### config.mk
export PLATFORM = sky130hd
export DESIGN_NAME = mesi_ctrl
export DESIGN_NICKNAME = d
export VERILOG_FILES = /design/src/rtl/mesi_pkg.sv /design/src/rtl/mesi_line_store.sv /design/src/rtl/mesi_cpu_unit.sv /design/src/rtl/mesi_snoop_unit.sv /design/src/rtl/mesi_ctrl.sv
export SDC_FILE = /design/constraint.sdc
export NUM_CORES = 1
export LEC_CHECK = 0
export ABC_AREA = 1
export CELL_PAD_IN_SITES_DETAIL_PLACEMENT = 1
export CELL_PAD_IN_SITES_GLOBAL_PLACEMENT = 1
export CORE_MARGIN = 3
export CORE_UTILIZATION = 39
export DETAILED_ROUTE_END_ITERATION = 10
export GPL_TIMING_DRIVEN = 1
export PLACE_DENSITY_LB_ADDON = 0.1
export SYNTH_ARGS = -nofsm -noshare
export SYNTH_HDL_FRONTEND = slang
export SYNTH_HIERARCHICAL = 1
export SYNTH_SLANG_ARGS = --single-unit
### constraint.sdc
create_clock -name clk -period 3.8 [get_ports clk]
set_input_delay 0.76 -clock clk [delete_from_list [all_inputs] [get_ports clk]]
set_output_delay 0.76 -clock clk [all_outputs]
set_load 0.005 [all_outputs]
### src/rtl/mesi_pkg.sv
package mesi_pkg;

    typedef enum logic [1:0] {
        LN_INV = 2'd0,
        LN_SHR = 2'd1,
        LN_EXC = 2'd2,
        LN_MOD = 2'd3
    } line_st_e;

    typedef enum logic [2:0] {
        BC_NONE   = 3'd0,
        BC_RDLINE = 3'd1,
        BC_WRLINE = 3'd2,
        BC_RDINV  = 3'd3,
        BC_INVAL  = 3'd4
    } bus_cmd_e;

    typedef enum logic [1:0] {
        FS_IDLE = 2'd0,
        FS_BUS  = 2'd1,
        FS_DONE = 2'd2
    } fsm_e;

    typedef struct packed {
        fsm_e fsm;
        logic wr;
    } ctl_s;

endpackage

### src/rtl/mesi_line_store.sv
module mesi_line_store
    import mesi_pkg::*;
#(
    parameter int NUM_LINES = 8,
    parameter int TAG_W     = 5,
    parameter int IDX_W     = 3
) (
    input  logic             clk,
    input  logic             rst_n,
    input  logic [IDX_W-1:0] rd_a_idx,
    output line_st_e         rd_a_state,
    output logic [TAG_W-1:0] rd_a_tag,
    input  logic [IDX_W-1:0] rd_b_idx,
    output line_st_e         rd_b_state,
    output logic [TAG_W-1:0] rd_b_tag,
    input  logic             wa_en,
    input  logic [IDX_W-1:0] wa_idx,
    input  logic [TAG_W-1:0] wa_tag,
    input  line_st_e         wa_state,
    input  logic             wb_en,
    input  logic [IDX_W-1:0] wb_idx,
    input  line_st_e         wb_state
);

    line_st_e         st_all [NUM_LINES];
    logic [TAG_W-1:0] tg_all [NUM_LINES];

    for (genvar g = 0; g < NUM_LINES; g++) begin : g_line
        line_st_e         st_d, st_q;
        logic [TAG_W-1:0] tg_d, tg_q;

        always_comb begin
            st_d = st_q;
            tg_d = tg_q;
            if (wa_en && (wa_idx == IDX_W'(g))) begin
                st_d = wa_state;
                tg_d = wa_tag;
            end
            if (wb_en && (wb_idx == IDX_W'(g))) begin
                st_d = wb_state;
            end
        end

        always_ff @(posedge clk) begin
            if (!rst_n) begin
                st_q <= LN_INV;
                tg_q <= '0;
            end else begin
                st_q <= st_d;
                tg_q <= tg_d;
            end
        end

        assign st_all[g] = st_q;
        assign tg_all[g] = tg_q;
    end

    assign rd_a_state = st_all[rd_a_idx];
    assign rd_a_tag   = tg_all[rd_a_idx];
    assign rd_b_state = st_all[rd_b_idx];
    assign rd_b_tag   = tg_all[rd_b_idx];

endmodule

### src/rtl/mesi_cpu_unit.sv
module mesi_cpu_unit
    import mesi_pkg::*;
#(
    parameter int TAG_W = 5
) (
    input  logic             wr,
    input  logic [TAG_W-1:0] req_tag,
    input  line_st_e         ln_state,
    input  logic [TAG_W-1:0] ln_tag,
    output logic             hit,
    output logic             silent,
    output logic             victim_wb,
    output bus_cmd_e         cmd
);

    always_comb begin
        hit       = (ln_state != LN_INV) && (ln_tag == req_tag);
        silent    = 1'b0;
        victim_wb = 1'b0;
        cmd       = BC_NONE;
        if (hit) begin
            if (!wr) begin
                silent = 1'b1;
            end else if (ln_state == LN_SHR) begin
                cmd = BC_INVAL;
            end else begin
                silent = 1'b1;
            end
        end else if (ln_state == LN_MOD) begin
            victim_wb = 1'b1;
            cmd       = BC_WRLINE;
        end else begin
            cmd = wr ? BC_RDINV : BC_RDLINE;
        end
    end

endmodule

### src/rtl/mesi_snoop_unit.sv
module mesi_snoop_unit
    import mesi_pkg::*;
#(
    parameter int TAG_W = 5
) (
    input  logic             valid,
    input  bus_cmd_e         cmd,
    input  logic [TAG_W-1:0] tag,
    input  line_st_e         ln_state,
    input  logic [TAG_W-1:0] ln_tag,
    output logic             shared,
    output logic             supply,
    output logic             upd,
    output line_st_e         nxt
);

    logic hit;

    always_comb begin
        hit    = valid && (ln_state != LN_INV) && (ln_tag == tag);
        shared = 1'b0;
        supply = 1'b0;
        upd    = 1'b0;
        nxt    = ln_state;
        if (hit) begin
            case (cmd)
                BC_RDLINE: begin
                    shared = 1'b1;
                    supply = (ln_state == LN_MOD);
                    upd    = 1'b1;
                    nxt    = LN_SHR;
                end
                BC_RDINV, BC_INVAL: begin
                    supply = (ln_state == LN_MOD);
                    upd    = 1'b1;
                    nxt    = LN_INV;
                end
                default: begin
                    upd = 1'b0;
                end
            endcase
        end
    end

endmodule

### src/rtl/mesi_ctrl.sv
module mesi_ctrl
    import mesi_pkg::*;
#(
    parameter int NUM_LINES = 8,
    parameter int ADDR_W    = 8,
    localparam int IDX_W    = $clog2(NUM_LINES),
    localparam int TAG_W    = ADDR_W - IDX_W
) (
    input  logic              clk,
    input  logic              rst_n,
    input  logic              cpu_req,
    input  logic              cpu_wr,
    input  logic [ADDR_W-1:0] cpu_addr,
    output logic              cpu_done,
    output logic              bus_req,
    output logic [2:0]        bus_cmd,
    output logic [ADDR_W-1:0] bus_addr,
    input  logic              bus_gnt,
    input  logic              bus_shared,
    input  logic              snp_valid,
    input  logic [2:0]        snp_cmd,
    input  logic [ADDR_W-1:0] snp_addr,
    output logic              snp_shared,
    output logic              snp_supply,
    output logic [IDX_W-1:0]  dat_index,
    output logic              dat_fill,
    output logic              dat_wb,
    output logic              dat_write
);

    ctl_s ctl_d, ctl_q;

    logic [IDX_W-1:0] cpu_idx, snp_idx;
    logic [TAG_W-1:0] cpu_tag, snp_tag;
    line_st_e         cl_state, sl_state;
    logic [TAG_W-1:0] cl_tag, sl_tag;

    logic             c_hit, c_silent, c_victim;
    bus_cmd_e         c_cmd;

    logic             s_upd;
    line_st_e         s_nxt;

    logic             wa_en;
    logic [TAG_W-1:0] wa_tag;
    line_st_e         wa_state;
    bus_cmd_e         cmd_out;

    assign cpu_idx = cpu_addr[IDX_W-1:0];
    assign cpu_tag = cpu_addr[ADDR_W-1:IDX_W];
    assign snp_idx = snp_addr[IDX_W-1:0];
    assign snp_tag = snp_addr[ADDR_W-1:IDX_W];

    mesi_line_store #(
        .NUM_LINES(NUM_LINES),
        .TAG_W    (TAG_W),
        .IDX_W    (IDX_W)
    ) u_store (
        .clk       (clk),
        .rst_n     (rst_n),
        .rd_a_idx  (cpu_idx),
        .rd_a_state(cl_state),
        .rd_a_tag  (cl_tag),
        .rd_b_idx  (snp_idx),
        .rd_b_state(sl_state),
        .rd_b_tag  (sl_tag),
        .wa_en     (wa_en),
        .wa_idx    (cpu_idx),
        .wa_tag    (wa_tag),
        .wa_state  (wa_state),
        .wb_en     (s_upd),
        .wb_idx    (snp_idx),
        .wb_state  (s_nxt)
    );

    mesi_cpu_unit #(.TAG_W(TAG_W)) u_cpu (
        .wr       (cpu_wr),
        .req_tag  (cpu_tag),
        .ln_state (cl_state),
        .ln_tag   (cl_tag),
        .hit      (c_hit),
        .silent   (c_silent),
        .victim_wb(c_victim),
        .cmd      (c_cmd)
    );

    mesi_snoop_unit #(.TAG_W(TAG_W)) u_snoop (
        .valid   (snp_valid),
        .cmd     (bus_cmd_e'(snp_cmd)),
        .tag     (snp_tag),
        .ln_state(sl_state),
        .ln_tag  (sl_tag),
        .shared  (snp_shared),
        .supply  (snp_supply),
        .upd     (s_upd),
        .nxt     (s_nxt)
    );

    always_comb begin
        ctl_d    = ctl_q;
        wa_en    = 1'b0;
        wa_tag   = cl_tag;
        wa_state = cl_state;
        bus_req  = 1'b0;
        cmd_out  = BC_NONE;
        bus_addr = cpu_addr;
        dat_fill = 1'b0;
        dat_wb   = 1'b0;
        case (ctl_q.fsm)
            FS_IDLE: begin
                if (cpu_req && !snp_valid) begin
                    ctl_d.wr = cpu_wr;
                    if (c_silent) begin
                        if (cpu_wr && (cl_state != LN_MOD)) begin
                            wa_en    = 1'b1;
                            wa_state = LN_MOD;
                        end
                        ctl_d.fsm = FS_DONE;
                    end else begin
                        ctl_d.fsm = FS_BUS;
                    end
                end
            end
            FS_BUS: begin
                if (c_silent) begin
                    if (cpu_wr && (cl_state != LN_MOD) && !snp_valid) begin
                        wa_en    = 1'b1;
                        wa_state = LN_MOD;
                    end
                    ctl_d.fsm = snp_valid ? FS_BUS : FS_DONE;
                end else begin
                    bus_req = 1'b1;
                    cmd_out = c_cmd;
                    if (c_victim) begin
                        bus_addr = {cl_tag, cpu_idx};
                    end
                    if (bus_gnt) begin
                        case (c_cmd)
                            BC_WRLINE: begin
                                wa_en    = 1'b1;
                                wa_state = LN_INV;
                                dat_wb   = 1'b1;
                            end
                            BC_RDLINE: begin
                                wa_en     = 1'b1;
                                wa_tag    = cpu_tag;
                                wa_state  = bus_shared ? LN_SHR : LN_EXC;
                                dat_fill  = 1'b1;
                                ctl_d.fsm = FS_DONE;
                            end
                            BC_RDINV: begin
                                wa_en     = 1'b1;
                                wa_tag    = cpu_tag;
                                wa_state  = LN_MOD;
                                dat_fill  = 1'b1;
                                ctl_d.fsm = FS_DONE;
                            end
                            BC_INVAL: begin
                                wa_en     = 1'b1;
                                wa_state  = LN_MOD;
                                ctl_d.fsm = FS_DONE;
                            end
                            default: begin
                                ctl_d.fsm = FS_BUS;
                            end
                        endcase
                    end
                end
            end
            FS_DONE: begin
                ctl_d.fsm = FS_IDLE;
            end
            default: begin
                ctl_d.fsm = FS_IDLE;
            end
        endcase
    end

    always_ff @(posedge clk) begin
        if (!rst_n) begin
            ctl_q <= '{fsm: FS_IDLE, wr: 1'b0};
        end else begin
            ctl_q <= ctl_d;
        end
    end

    assign bus_cmd   = cmd_out;
    assign cpu_done  = (ctl_q.fsm == FS_DONE);
    assign dat_write = (ctl_q.fsm == FS_DONE) && ctl_q.wr;
    assign dat_index = cpu_idx;

endmodule

==> results.yml <==
sta:
  period_minus_slack_ns: 3.759
  fin_crit_sh: 0.9892
  rsz0062_at_grt: "yes"
  hold_viol: 0
  fmax_mhz: 266.0
  fin_tns_setup_ns: 0
  slew-limit-headroom: 0.4119
  setup_viol: 0
  slew_viol_final: 0
  worst_slack_ns: 0.04092
  hold_slack_ns: 0.4855
  clock_skew_ns: 0.003803
  worstMarginPinSlew_ns: 0.8762
global_routing:
  grtUsageMet1: 0.3208
  grtUsageMet2: 0.4954
  grt_busiest_layer: "met2"
  grt-ovfl-total: 0
  antenna_found_initial: 0
  grt_use_total: 0.2767
  grt_first_pass_wirelength_mm: 27.97
  grt_pass1_vias: 5682
  grt_max_degree: 57
  grtUsageMet3: 0.04798
route:
  drc_errors: 0
  drt-wirelength-per-cell_um: 17.37
  vias_per_cell: 5.453
  vias: 5475
  finalWirelength_mm: 17.44
  drt_pass1_iterations: 4
  drtIter0Drc: 259
  ant_nets: 0
cells_and_area:
  syn_to_final_growth_pct: 34.95
  post-route-util: 0.5434
  seq_area_um2: 1181
  multi_input_area_um2: 2764
  antenna_cells: 0
  nets: 886
  drive_above_1_share: 0.1956
  postLayoutCellArea_um2: 5942
  fill_cells: 1520
  final_cells: 1004
yosys:
  synth.net_count: 803
  syn-cell-area_um2: 4403
  yosysWarnings: 6
  syn_inst: 777
  postSynthAreaPerCell_um2: 5.667
die:
  die_h_um: 112.3
  dieArea_um2: 12600
  die_x_um: 112.3
  initial_core_util: 0.4026
  pin_count: 47
  coreArea_um2: 10940
  rows: 38
clocking:
  htreeDepth: 3
  clockBufferDepth: 2
  cts_tree: "built"
  clk_pin_slew_ns: 0.05
  clock-sinks: 59
  insertion_delay_ns: 0.34
  cts_root_buf: "clkbuf_16"
  cts_buffers: 9
power_and_ir_drop:
  power_leakage_nw: 2.938
  sequentialPowerShare: 0.344
  clock_power_share: 0.439
  p_per_area_nw_per_um2: 306.0
  netSwitchingPower_mw: 0.5389
  peakVddDrop_mv: 0.2055
  p_sw_frac: 0.2964
  p_comb_frac: 0.217
  intPower_mw: 1.279
  finalPower_mw: 1.818
worst_setup_path:
  setup.worst_path.end_class: "output port"
  critPathKind: "in -> out"
  arrival_ns: 3.00
  worst_setup_path_start_kind: "input pin"
  cp.required_ns: 3.04
  path_max_fanout: 12
place:
  port_buffers: 46
  place_ws_ns: -0.6272
  hpwlAfterDp_mm: 12.05
  place.gp.congestion: 0.8615
  dp_cells: 982
  dpl-instance-area_um2: 5314
worst_hold_path:
  hold_path_class: "reg -> reg"
outcome:
  status: "completed"
job:
  cap_violations: 0
per-layer routing:
| layer | up-vias | routed length [um] |
|---|---|---|
| met2 | 154 | 8753 |
| met5 | - | 0 |
| li1 | 2620 | - |
| met3 | 42 | 761 |
| met1 | 2659 | 7360 |
| met4 | 0 | 561 |
cells in the final DEF, fill, tap and decap left out, types with 5 or more instances in the layout:
master	instances
nand3_1	20
nor2_4	6
buf_4	52
nand2_1	180
o21ai_1	28
dfxtp_1	59
o21ai_2	9
nor2_2	13
o211ai_1	10
clkbuf_16	10
o21ai_0	82
inv_2	19
nand2_2	19
dlymetal6s2s_1	7
nor2_1	109
buf_12	5
clkdlybuf4s50_1	34
a21oi_2	9
nor3_1	16
a21oi_1	50
inv_1	93
worst max-delay path, stage by stage:
cell	delay, ns
buf_8	0.13
buf_12	0.16
a21oi_1	0.19
o21ai_2	0.09
nand2_1	0.07
nand2_1	0.05
nand2_2	0.08
inv_2	0.05
nor3_2	0.27
nor2_4	0.09
nor2_4	0.14
nand2_4	0.09
buf_4	0.15
o21ai_1	0.14
clkdlybuf4s50_1	0.52
registers in the layout, summed over array words and instances, names as in the netlist:
register,count
u_store/g_line.st_q,16
u_store/g_line.tg_q,40
ctl_q,3
power by group through the flow:
stage / clock network (mW) / registers [mW] / logic (mW)
after floorplan: 0 / 0.638 / 0.197
after global placement: 0 / 0.639 / 0.329
after detailed placement: 0 / 0.639 / 0.341
after CTS: 0.811 / 0.626 / 0.372
after global routing: 0.839 / 0.626 / 0.429
final: 0.799 / 0.626 / 0.394
what timing repair did:
| item | 4_1_cts | 5_1_grt |
|---|---|---|
| endpoints found under the setup margin | 69 | 69 |
| gates resized for setup | 56 | 46 |
| hold endpoints to repair | 0 | 0 |
| hold buffers | 0 | 0 |
| cloned | 4 | 1 |
| setup buffers | 1 | 1 |
| pin swaps | 3 | 6 |
layout make-up:
cell class | instances | share of cell area
Sequential cell | 59 | 0.1988
Tap cell | 140 | 0.02948
Timing Repair Buffer | 109 | 0.1882
Clock buffer | 12 | 0.03980
Multi-Input combinational cell | 568 | 0.4652
Clock inverter | 3 | 0.006738
Inverter | 113 | 0.07180
path summary, 6_finish.rpt:
kind                                       endpoint  slack [ns]                                    from  cells after the start
max                                     bus_addr[4]        0.04                             cpu_addr[0]                     15
min          u_store/g_line[5].st_q[1]$_SDFFE_PN0P_        0.49  u_store/g_line[5].st_q[1]$_SDFFE_PN0P_                      2
min reg2reg  u_store/g_line[5].st_q[1]$_SDFFE_PN0P_        0.49  u_store/g_line[5].st_q[1]$_SDFFE_PN0P_                      2
max reg2reg  u_store/g_line[2].st_q[1]$_SDFFE_PN0P_        0.58  u_store/g_line[1].tg_q[3]$_SDFFE_PN0P_                     25
Power figures use the tool's default switching activity.
